$ cat src/rtl/strap_pkg.sv
package strap_pkg;
  typedef enum logic [1:0] {
    MODE_NOTREADY = 2'd0,
    MODE_NORMAL   = 2'd1,
    MODE_HIZ      = 2'd2,
    MODE_REFDIV   = 2'd3
  } tmode_e;

  function automatic logic sel3_high(input logic [1:0] code);
    return code[1];
  endfunction

  function automatic logic sel3_fs_bit(input logic [1:0] code);
    return (code == 2'b01);
  endfunction
endpackage

$ cat src/rtl/strap_latch.sv
module strap_latch
  import strap_pkg::*;
#(
  parameter int FS_PLAIN_W = 2
) (
  input  logic                  clk,
  input  logic                  rst_n,
  input  logic                  pwr_good,
  input  logic [1:0]            sel3_code,
  input  logic [FS_PLAIN_W-1:0] fs_plain,
  input  logic                  strap_pair,
  input  logic                  strap_dbg,
  output logic                  valid,
  output logic [FS_PLAIN_W:0]   fs_q,
  output logic                  pair_q,
  output logic                  dbg_q,
  output logic                  hw_test
);
  always_ff @(posedge clk or negedge rst_n) begin
    if (!rst_n) begin
      valid   <= 1'b0;
      fs_q    <= '0;
      pair_q  <= 1'b0;
      dbg_q   <= 1'b0;
      hw_test <= 1'b0;
    end else if (pwr_good && !valid) begin
      valid   <= 1'b1;
      fs_q    <= {sel3_fs_bit(sel3_code), fs_plain};
      pair_q  <= strap_pair;
      dbg_q   <= strap_dbg;
      hw_test <= sel3_high(sel3_code);
    end
  end

  // once captured, nothing moves until the next power cycle
  assert_hold_R2: assert property (@(posedge clk) disable iff (!rst_n)
    valid |=> valid && $stable(fs_q) && $stable(pair_q) && $stable(dbg_q) && $stable(hw_test));

  // no capture and no change while power-good is still low
  assert_wait_R1: assert property (@(posedge clk) disable iff (!rst_n)
    (!valid && !pwr_good) |=> (!valid && fs_q == '0 && !pair_q && !dbg_q && !hw_test));
endmodule

$ cat src/rtl/pin_func_map.sv
module pin_func_map #(
  parameter int N_STRAP = 2
) (
  input  logic               valid,
  input  logic [N_STRAP-1:0] strap_q,
  output logic [N_STRAP-1:0] fn_one,
  output logic [N_STRAP-1:0] fn_zero
);
  for (genvar i = 0; i < N_STRAP; i++) begin : g_map
    assign fn_one[i]  = valid &  strap_q[i];
    assign fn_zero[i] = valid & ~strap_q[i];
  end
endmodule

$ cat src/rtl/test_mode_ctrl.sv
module test_mode_ctrl
  import strap_pkg::*;
(
  input  logic   clk,
  input  logic   rst_n,
  input  logic   valid,
  input  logic   hw_test,
  input  logic   mode_pin,
  input  logic   sw_entry,
  input  logic   sw_sel,
  output tmode_e mode,
  output logic   sw_test
);
  always_ff @(posedge clk or negedge rst_n) begin
    if (!rst_n)
      sw_test <= 1'b0;
    else if (valid && !hw_test && sw_entry)
      sw_test <= 1'b1;
  end

  always_comb begin
    if (!valid)
      mode = MODE_NOTREADY;
    else if (hw_test)
      mode = mode_pin ? MODE_REFDIV : MODE_HIZ;
    else if (sw_test)
      mode = sw_sel ? MODE_REFDIV : MODE_HIZ;
    else
      mode = MODE_NORMAL;
  end

  // software test mode is one-shot and sticky
  assert_sticky_R8: assert property (@(posedge clk) disable iff (!rst_n)
    sw_test |=> sw_test);

  // the software path never engages over a latched hardware test mode
  assert_hw_excl_R7: assert property (@(posedge clk) disable iff (!rst_n)
    hw_test |-> !sw_test);

  // no software entry before capture
  assert_gate_R9: assert property (@(posedge clk) disable iff (!rst_n)
    !valid |-> !sw_test);
endmodule

$ cat src/rtl/strap_capture_top.sv
module strap_capture_top
  import strap_pkg::*;
#(
  parameter int FS_PLAIN_W = 2
) (
  input  logic                  clk,
  input  logic                  rst_n,
  input  logic                  pwr_good,
  input  logic [1:0]            sel3_code,
  input  logic [FS_PLAIN_W-1:0] fs_plain,
  input  logic                  strap_pair,
  input  logic                  strap_dbg,
  input  logic                  test_mode_pin,
  input  logic                  sw_test_entry,
  input  logic                  sw_test_sel,
  output logic [FS_PLAIN_W:0]   fs_readback,
  output logic                  strap_pair_rb,
  output logic                  strap_dbg_rb,
  output logic                  pair_stop_fn,
  output logic                  pair_clk_fn,
  output logic                  dbg_clk_fn,
  output logic                  gen_clk_fn,
  output logic [1:0]            mode_code
);
  localparam int N_STRAP = 2;

  logic               valid, hw_test, sw_test;
  logic [N_STRAP-1:0] fn_one, fn_zero;
  tmode_e             mode;

  strap_latch #(.FS_PLAIN_W(FS_PLAIN_W)) u_latch (
    .clk        (clk),
    .rst_n      (rst_n),
    .pwr_good   (pwr_good),
    .sel3_code  (sel3_code),
    .fs_plain   (fs_plain),
    .strap_pair (strap_pair),
    .strap_dbg  (strap_dbg),
    .valid      (valid),
    .fs_q       (fs_readback),
    .pair_q     (strap_pair_rb),
    .dbg_q      (strap_dbg_rb),
    .hw_test    (hw_test)
  );

  pin_func_map #(.N_STRAP(N_STRAP)) u_map (
    .valid   (valid),
    .strap_q ({strap_dbg_rb, strap_pair_rb}),
    .fn_one  (fn_one),
    .fn_zero (fn_zero)
  );

  assign pair_clk_fn  = fn_one[0];
  assign pair_stop_fn = fn_zero[0];
  assign dbg_clk_fn   = fn_one[1];
  assign gen_clk_fn   = fn_zero[1];

  test_mode_ctrl u_ctrl (
    .clk      (clk),
    .rst_n    (rst_n),
    .valid    (valid),
    .hw_test  (hw_test),
    .mode_pin (test_mode_pin),
    .sw_entry (sw_test_entry),
    .sw_sel   (sw_test_sel),
    .mode     (mode),
    .sw_test  (sw_test)
  );

  assign mode_code = mode;

  // once captured, the shared pair has exactly one function
  assert_pair_fn_R3: assert property (@(posedge clk) disable iff (!rst_n)
    valid |-> (pair_stop_fn != pair_clk_fn));

  // once captured, the second pair has exactly one function
  assert_dbg_fn_R4: assert property (@(posedge clk) disable iff (!rst_n)
    valid |-> (dbg_clk_fn != gen_clk_fn));

  // not-ready mode keeps every pin function off
  assert_notready_R1: assert property (@(posedge clk) disable iff (!rst_n)
    (mode_code == 2'd0) |-> !(pair_stop_fn | pair_clk_fn | dbg_clk_fn | gen_clk_fn));
endmodule

$ cat config.mk
export PLATFORM = sky130hd
export DESIGN_NAME = strap_capture_top
export DESIGN_NICKNAME = d
export VERILOG_FILES = /design/src/rtl/strap_pkg.sv /design/src/rtl/strap_latch.sv /design/src/rtl/pin_func_map.sv /design/src/rtl/test_mode_ctrl.sv /design/src/rtl/strap_capture_top.sv
export SDC_FILE = /design/constraint.sdc
export NUM_CORES = 1
export LEC_CHECK = 0
export ABC_AREA = 1
export BUFFER_PORTS_ARGS = -buffer_cell sky130_fd_sc_hd__buf_4
export CAP_MARGIN = 15
export CORE_AREA = 2 2 39 41
export DETAILED_ROUTE_END_ITERATION = 7
export DIE_AREA = 0 0 41 43
export SYNTH_ARGS = -nofsm -noshare
export SYNTH_HDL_FRONTEND = slang
export SYNTH_SLANG_ARGS = --single-unit
$ cat constraint.sdc
create_clock -name clk -period 0.8 [get_ports clk]
set_input_delay 0.16 -clock clk [delete_from_list [all_inputs] [get_ports clk]]
set_output_delay 0.16 -clock clk [all_outputs]
set_load 0.02 [all_outputs]
==> results of run 1 <==
## cells by family (layout without fill, tap and decap cells)
kind of cell | Yosys count | count (layout)
flops | 8 | 8
simple gates | 35 | 35
buf+inv | 7 | 45
## stage by stage
step                      hold WS, ps   util  instance area (sq um)  power (mW)
after floorplan                  -136      -                    379       0.509
after global placement          -15.6  0.440                    609       0.610
after detailed placement        -14.5  0.440                    609       0.611
after CTS                        97.0  0.505                    699       0.943
after global routing             94.6  0.542                    751        1.02
final                             100  0.542                    751       0.949
## layout make-up
class | instances | area [sq um]
Fill cell | 142 | 633
Timing Repair Buffer | 35 | 307
Sequential cell | 8 | 203
Multi-Input combinational cell | 35 | 173
Inverter | 7 | 26.3
Clock buffer | 3 | 22.5
Tap cell | 16 | 20.0
## power groups by stage
stage          registers [mW]  clock network, mW  logic [mW]
6_report                0.439              0.303       0.207
5_1_grt                 0.440              0.349       0.226
3_3_place_gp            0.441                  0       0.168
3_5_place_dp            0.442                  0       0.169
4_1_cts                 0.437              0.312       0.194
2_1_floorplan           0.455                  0      0.0536
## worst paths after layout
| check | cells past startpoint | slack, ps | end |
|---|---|---|---|
| worst max-delay path | 4 | -430 | pair_stop_fn |
| worst min-delay path | 3 | 100 | u_latch.fs_q[1] |
| worst max register to register | 5 | -230 | u_latch.pair_q |
| worst min register to register | 2 | 510 | u_ctrl.sw_test |
| max in group asynchronous | 2 | 390 | u_latch.pair_q |
| min in group asynchronous | 2 | 270 | u_latch.fs_q[0] |
## what timing repair did
| item | CTS | global route |
|---|---|---|
| gates resized for setup | 9 | 7 |
| hold endpoints to repair | 8 | 0 |
| cloned | 0 | 0 |
| setup endpoints to repair | 19 | 19 |
| setup buffers | 4 | 3 |
| pin swaps | 8 | 7 |
| hold buffers | 1 | 0 |
## critical path, delay by kind of cell (launching register included)
kind / cells / cell delay, ps
buf+inv: 3 / 370
flops: 1 / 410
simple gates: 1 / 30
## per-layer routing
metal,up-vias,GRT usage,routed length (um)
met5,-,0,0
met4,0,0.0800,0
met3,0,0.0524,93
met2,19,0.209,491
met1,192,0.153,451
li1,221,-,-
## flip-flops by register name, summed over array words and instances, names as in the netlist
name	flops
u_latch.fs_q	3
u_ctrl.sw_test	1
u_latch.dbg_q	1
u_latch.hw_test	1
u_latch.pair_q	1
u_latch.valid	1
## synthesized netlist by cell type (all sizes together)
cell,instances,area (sq um)
dfrtp,8,200
inv,7,26.3
nand2,27,104
nand3,1,5.00
nor2,7,31.3
==> results.json, run 1 <==
{
  "die_w_um": 41,
  "initial_core_util": 0.265,
  "grt_usage": 0.137,
  "layout.nets": 102,
  "worst_pin_slew_ps": 163,
  "worstPathRequired_ps": 640,
  "period_needed_ps": 1230,
  "synth-simple-area-share": 0.382,
  "clock_sinks": 8,
  "coreArea_sq_um": 1380,
  "max_stage_delay_ps": 410,
  "final_hold_viol_count": 0,
  "syn-num-nets": 62,
  "synth_area_sq_um": 367,
  "synth_cell_types": 8,
  "drcViolationCount": 0,
  "viasPerCell": 4.15,
  "drive_gt1_frac": 0.557,
  "netlist_instances": 50,
  "cap_violations": 0,
  "synth.area.mux_share": 0,
  "grt_overflow": 0,
  "ios": 23,
  "slew_viol_final": 0,
  "setup_ws_ps": -429,
  "cp-startpoint": "u_latch.valid",
  "synth_xor_area_frac": 0,
  "ys_seq_elements": 8,
  "drtPass1Iterations": 3,
  "clockPowerShare": 0.319,
  "slew_headroom": 0.891,
  "cts_tree": "built",
  "fp.dieH_um": 43,
  "dp_cells": 94,
  "setup.worst_path.start_class": "flip-flop",
  "p_int_mw": 0.711,
  "diodes": 0,
  "final_cell_mix": "24 x nand2_1, 23 x buf_4, 11 x buf_6",
  "setup_tns_ps": -4720,
  "grt_pass1_wl_mm": 1.61,
  "cts-root-buf": "clkbuf_4",
  "max_freq_mhz": 813,
  "grt_pass1_vias": 399,
  "dp_slack_ps": -219,
  "irDropWorstVdd_uv": 638,
  "std_cell_rows": 14,
  "crit_chain": "inv_2, buf_4, nor2_4, buf_6",
  "clock_latency_ps": 250,
  "cp_max_fo": 5,
  "critPathSlowestCell": "dfrtp_1",
  "r2r-start": "u_latch.valid",
  "final_common_cell": "nand2_1",
  "path_class": "reg2out",
  "synth_fa_ha_area_frac": 0,
  "grt_max_degree": 9,
  "violations": "negative setup slack",
  "leakagePower_nw": 0.434,
  "hold_path.class": "in2reg",
  "routed_wl_mm": 1.04,
  "gp_congestion": 0.656,
  "drt_iter0_markers": 7,
  "switching_power_mw": 0.238,
  "fin_crit_sh": 1.54,
  "die_area_sq_um": 1760,
  "clk_pin_slew_ps": 50,
  "final_cells": 104,
  "cp-end-kind": "output port",
  "seq_power_share": 0.463,
  "rsz0062_at_grt": "yes",
  "area_delta_synth_final_pct": 105,
  "cts_buffers": 3,
  "portBuffers": 22,
  "synth_top_family_by_area": "simple AND/OR/NAND/NOR gates",
  "swShare": 0.251,
  "yosysSeqAreaShare": 0.546,
  "skew_ps": 1.95,
  "min-delay-start": "fs_plain[1]",
  "htree_levels": 1,
  "setup_viol": 19,
  "synth_warnings": 0,
  "arrival_ps": 1070,
  "comb_power_share": 0.218,
  "antenna_found_initial": 0,
  "wl_per_cell_um": 9.97,
  "via_count": 432,
  "cts.path.max_buffers": 2,
  "ant_nets": 0,
  "synth_compound_area_frac": 0,
  "status": "finished, violations left",
  "dpl.hpwl_um": 738,
  "p_per_area_nw_per_um2": 1260,
  "syn_avg_cell_area_sq_um": 7.33
}
No activity file was read; power rests on OpenSTA's default activity.
==> run 2: changes to the inputs <==
--- a/config.mk
+++ b/config.mk
@@ -11,6 +11,7 @@
 export CORE_AREA = 2 2 39 41
 export DETAILED_ROUTE_END_ITERATION = 7
 export DIE_AREA = 0 0 41 43
+export REMOVE_ABC_BUFFERS = 1
 export SYNTH_ARGS = -nofsm -noshare
 export SYNTH_HDL_FRONTEND = slang
 export SYNTH_SLANG_ARGS = --single-unit
==> run 2 against run 1 <==
The run still ends with negative setup slack left. Power shrank 3.1%. Flip-flop and latch count unchanged. Design area decreased by 12%. Clock power decreased by 2%. Worst hold slack gained 1.4 ps. Critical endpoint is now mode_code[0].
==> results.json, run 2 (synthesis results as in run 1) <==
{
  "status": "finished, violations left",
  "violations": "negative setup slack",
  "final_hold_viol_count": 0,
  "portBuffers": 22,
  "gp_congestion": 0.638,
  "rsz0062_at_grt": "yes",
  "fp.dieH_um": 43,
  "drt_iter0_markers": 1,
  "drive_gt1_frac": 0.439,
  "worstPathRequired_ps": 640,
  "die_w_um": 41,
  "largest_reg_flops": 3,
  "diodes": 0,
  "initial_core_util": 0.265,
  "hold_path.class": "in2reg",
  "cp-end-kind": "output port",
  "cp_top_family": "flip-flops",
  "drtPass1Iterations": 2,
  "min-delay-start": "strap_dbg",
  "cap_violations": 0,
  "clk_pin_slew_ps": 50,
  "crit_chain": "buf_4, nand3_1, nand2_1, buf_6",
  "viasPerCell": 4.07,
  "cp-startpoint": "u_latch.valid",
  "setup_viol": 17,
  "critPathSlowestCell": "dfrtp_1",
  "std_cell_rows": 14,
  "dp_slack_ps": -193,
  "p_per_area_nw_per_um2": 1380,
  "ios": 23,
  "final_common_cell": "nand2_1",
  "fin_crit_sh": 1.50,
  "die_area_sq_um": 1760,
  "dpl.hpwl_um": 674,
  "slew_viol_final": 0,
  "final_cell_mix": "26 x nand2_1, 20 x buf_4, 8 x buf_6, 8 x dfrtp_1",
  "cts_tree": "built",
  "irDropWorstVdd_uv": 699,
  "antenna_found_initial": 0,
  "cp_max_fo": 3,
  "grt_overflow": 0,
  "grt_pass1_vias": 381,
  "area_delta_synth_final_pct": 81.2,
  "slew_headroom": 0.894,
  "clock_latency_ps": 250,
  "power_mw": 0.919,
  "routed_wl_um": 901,
  "reg2reg_depth": 5,
  "leakagePower_nw": 0.388,
  "path_class": "reg2out",
  "period_needed_ps": 1200,
  "worst_pin_slew_ps": 158,
  "coreArea_sq_um": 1380,
  "cts-root-buf": "clkbuf_4",
  "grt_pass1_wl_mm": 1.44,
  "max_freq_mhz": 833,
  "postLayoutCellArea_sq_um": 664,
  "max_stage_delay_ps": 400,
  "hold_slack_ps": 102,
  "wl_per_cell_um": 9.19,
  "htree_levels": 1,
  "drcViolationCount": 0,
  "dp_cells": 89,
  "setup.worst_path.start_class": "flip-flop",
  "hold_depth": 3,
  "cts.path.max_buffers": 2,
  "grt_max_degree": 9,
  "layout.nets": 96,
  "final_cells": 98,
  "placed_cell_area_sq_um": 559,
  "crit_buf_inv": 2,
  "skew_ps": 1.23,
  "arrival_ps": 1040,
  "r2r-start": "u_latch.valid",
  "clock_sinks": 8,
  "setup_tns_ps": -3930,
  "ant_nets": 0,
  "via_count": 399,
  "crit_cells": 4,
  "setup_ws_ps": -400,
  "cts_buffers": 3,
  "grt_usage": 0.123,
  "postLayoutCoreUtil": 0.480,
  "top_register": "u_latch.fs_q"
}
## run 2: metal layers
layer	track usage	share of wire
met2	0.194	0.48
met1	0.137	0.43
met3	0.0471	0.090
met5	0	0
met4	0.0600	0
## run 2: layout make-up
| type | count | area, sq um |
|---|---|---|
| Fill cell | 143 | 719 |
| Clock buffer | 3 | 22.5 |
| Inverter | 7 | 26.3 |
| Multi-Input combinational cell | 35 | 145 |
| Sequential cell | 8 | 200 |
| Tap cell | 16 | 20.0 |
| Timing Repair Buffer | 29 | 250 |
## run 2: worst paths after layout
| check | end | slack (ps) |
|---|---|---|
| hold / removal | u_latch.dbg_q | 100 |
| setup / recovery | mode_code[0] | -400 |
| setup reg to reg | u_latch.fs_q[2] | -200 |
| hold reg to reg | u_ctrl.sw_test | 490 |
| max in group asynchronous | u_latch.valid | 390 |
| min in group asynchronous | u_latch.fs_q[1] | 280 |
## run 2: what timing repair did
action                                  CTS  global route
endpoints found under the setup margin   18            18
pin swaps                                 4             5
gates resized for setup                   9             0
buffers inserted                          4             1
hold buffers                              1             0
endpoints found under the hold margin     8             0
## run 2: worst reg2reg max path, stage by stage, from the launching register on
cell	delay, ps
dfrtp_1	400
buf_4	150
buf_4	130
nor2_4	140
nand2_1	70
nand2_1	60
## run 2: power by group
group / internal [mW] / total [mW] / switching (mW)
clock: 0.171 / 0.296 / 0.125
combinational: 0.105 / 0.188 / 0.0838
sequential: 0.420 / 0.435 / 0.0145
total: 0.696 / 0.919 / 0.223
==> run 3: changes to the inputs <==
--- a/config.mk
+++ b/config.mk
@@ -5,10 +5,11 @@
 export SDC_FILE = /design/constraint.sdc
 export NUM_CORES = 1
 export LEC_CHECK = 0
-export ABC_AREA = 1
+export ABC_CLOCK_PERIOD_IN_PS = 800
 export BUFFER_PORTS_ARGS = -buffer_cell sky130_fd_sc_hd__buf_4
 export CAP_MARGIN = 15
 export CORE_AREA = 2 2 39 41
+export CTS_CLUSTER_DIAMETER = 60
 export DETAILED_ROUTE_END_ITERATION = 7
 export DIE_AREA = 0 0 41 43
 export REMOVE_ABC_BUFFERS = 1
==> run 3 against run 2 <==
The flow still finishes with violations (negative setup slack). Clock skew rose by 4.2 ps. Power rose by 31%. Critical path depth down 1. Synthesized cell count down 44%. Non-clock buffer count rose by 2. Global-route usage up 0.29 points. Routed wire length shrank 2.2%. Utilization up 5.9 points. Synthesized area is 5.5% higher. Register-to-register slack worse by 110 ps. Flip-flop and latch count stayed put. Critical endpoint unchanged. First-iteration DRC count fell by 100%.
==> results.json, run 3 <==
{
  "max_freq_mhz": 784,
  "dp_cells": 71,
  "synth_edf_count": 0,
  "final_hold_viol_count": 0,
  "final_common_cell": "buf_6",
  "drcViolationCount": 0,
  "arrival_ps": 1120,
  "grt_pass1_wl_mm": 1.44,
  "final_cells": 77,
  "setup_ws_ps": -476,
  "gp_congestion": 0.608,
  "slew_headroom": 0.905,
  "rsz0062_at_grt": "yes",
  "cts_buffers": 3,
  "p_int_mw": 0.885,
  "r2r_end": "u_latch.fs_q[0]",
  "setup_viol": 19,
  "synth_area_sq_um": 387,
  "path_class": "reg2out",
  "power_mw": 1.21,
  "viasPerCell": 4.29,
  "wl_per_cell_um": 11.4,
  "layout.nets": 75,
  "slew_viol_final": 0,
  "syn_avg_cell_area_sq_um": 13.8,
  "grt_overflow": 0,
  "period_needed_ps": 1280,
  "reg2reg_depth": 3,
  "clock_sinks": 8,
  "coreArea_sq_um": 1380,
  "clock_latency_ps": 250,
  "dp_slack_ps": -275,
  "synth-simple-area-share": 0.165,
  "synth_cell_types": 13,
  "top_register": "u_latch.fs_q",
  "synthTopCellsByCount": "8 x dfrtp_1, 6 x mux2_4, 3 x nor2b_1",
  "p_per_area_nw_per_um2": 1620,
  "yosys.area.top_type_share": 0.518,
  "synth_top_family_by_area": "multiplexers",
  "synth.area.top_cells": "dfrtp_1 52%, mux2_4 23%, nor2b_1 4.9%, and2_1 3.2%, buf_6 2.9%",
  "worst_pin_slew_ps": 141,
  "fp.dieH_um": 43,
  "synth_compound_area_frac": 0.0453,
  "ys_seq_elements": 8,
  "cp-end-kind": "output port",
  "cap_violations": 0,
  "fin_crit_sh": 1.59,
  "std_cell_rows": 14,
  "setup.worst_path.start_class": "flip-flop",
  "setup.worst_path.end": "mode_code[0]",
  "gr-usage-met3": 0.0576,
  "clk_pin_slew_ps": 60,
  "cp_max_fo": 2,
  "grt_pass1_vias": 336,
  "drtPass1Iterations": 1,
  "violations": "negative setup slack",
  "setup_tns_ps": -5420,
  "critPathSlowestCell": "dfrtp_1",
  "r2r_slack_ps": -310,
  "crit_chain": "inv_1, o311a_1, buf_6",
  "synth_fa_ha_area_frac": 0,
  "portBuffers": 22,
  "grt_usage": 0.126,
  "use_met1": 0.150,
  "irDropWorstVdd_uv": 777,
  "status": "finished, violations left",
  "seq_power_share": 0.398,
  "hold_path.class": "in2reg",
  "largest_reg_flops": 3,
  "final_cell_mix": "18 x buf_6, 12 x buf_4, 6 x mux2_4, 6 x dfrtp_1, 3 x clkbuf_4",
  "ant_nets": 0,
  "postLayoutCoreUtil": 0.539,
  "cp-startpoint": "u_ctrl.sw_test",
  "cts-root-buf": "clkbuf_4",
  "leakagePower_nw": 0.378,
  "worstPathRequired_ps": 640,
  "r2r-start": "u_latch.valid",
  "async_flop_share": 1.00,
  "synth_xor_area_frac": 0,
  "netlist_instances": 28,
  "yosysMostFrequentCell": "dfrtp_1",
  "swShare": 0.267,
  "yosysTopAreaCell": "dfrtp_1",
  "drive_gt1_frac": 0.770,
  "area_delta_synth_final_pct": 92.9,
  "die_area_sq_um": 1760,
  "use_met2": 0.175,
  "die_w_um": 41,
  "cts_tree": "built",
  "cts.path.max_buffers": 2,
  "synth.area.mux_share": 0.233,
  "clockPowerShare": 0.252,
  "comb_power_share": 0.350,
  "switching_power_mw": 0.323,
  "grt_max_degree": 9,
  "ios": 23,
  "synth_warnings": 0,
  "drt_iter0_markers": 0,
  "routed_wl_um": 881,
  "top_usage_layer": "met2",
  "via_count": 330,
  "skew_ps": 5.48,
  "yosys_most_used_dff": "dfrtp_1",
  "max_stage_delay_ps": 340,
  "diodes": 0,
  "htree_levels": 1,
  "antenna_found_initial": 0,
  "initial_core_util": 0.279,
  "yosysSeqAreaShare": 0.518
}
==> run 3: cell count changes after synthesis, sizes merged, moves of 2 or more <==
cell / previous run / this run
nand2: 27 / 1
nor2: 7 / 0
inv: 7 / 1
mux2: 0 / 6
nor2b: 0 / 4
and2: 0 / 2
==> run 3: cells by family (layout without fill, tap and decap cells) <==
group                  Yosys count  count (layout)
and+or+nand+nor                 10              10
DFF                              8               8
muxes                            6               6
AOI/OAI and AO/OA                2               2
buffers and inverters            2              35
==> run 3: power by group through the flow <==
stage | Clock [mW] | Sequential [mW] | Combinational [mW]
2_1_floorplan | 0 | 0.504 | 0.117
3_3_place_gp | 0 | 0.473 | 0.323
3_5_place_dp | 0 | 0.472 | 0.325
4_1_cts | 0.324 | 0.474 | 0.389
5_1_grt | 0.345 | 0.488 | 0.449
6_report | 0.304 | 0.481 | 0.422
==> run 3: what timing repair did <==
| item | 4_1_cts | 5_1_grt |
|---|---|---|
| gates resized for setup | 17 | 8 |
| setup endpoints to repair | 19 | 19 |
| hold buffers | 1 | 0 |
| buffers inserted | 1 | 1 |
| hold endpoints to repair | 8 | 0 |
| pin swaps | 1 | 2 |
==> run 3: worst min path at each step <==
stage / startpoint / end / cells past startpoint
final: pwr_good / u_latch.valid / 2
after global routing: pwr_good / u_latch.valid / 2
after CTS: pwr_good / u_latch.valid / 2
after detailed placement: rst_n / u_latch.dbg_q / 1
after global placement: rst_n / u_latch.dbg_q / 1
after floorplan: rst_n / u_ctrl.sw_test / 0
==> run 3: area by class of cell <==
type	instances	area, sq um
Clock buffer	3	22.5
Fill cell	133	638
Inverter	1	3.75
Multi-Input combinational cell	18	194
Sequential cell	8	203
Tap cell	16	20.0
Timing Repair Buffer	31	303
==> run 3: critical path, delay by kind of cell, from the launching register on <==
kind	cells	cell delay (ps)
buffers and inverters	2	190
AOI/OAI and AO/OA	1	330
DFF	1	340
==> run 3: per-layer routing <==
metal / part of all wire / wire length [um]
met2: 0.52 / 459
met4: 0 / 0
met3: 0.075 / 66
met5: 0 / 0
met1: 0.40 / 355
==> run 3: through the flow <==
stage | hold WS [ps] | area (sq um)
floorplan | -136 | 375
global placement | -18.1 | 606
detailed placement | -14.1 | 606
CTS | 111 | 706
global route | 120 | 746
finish | 120 | 746
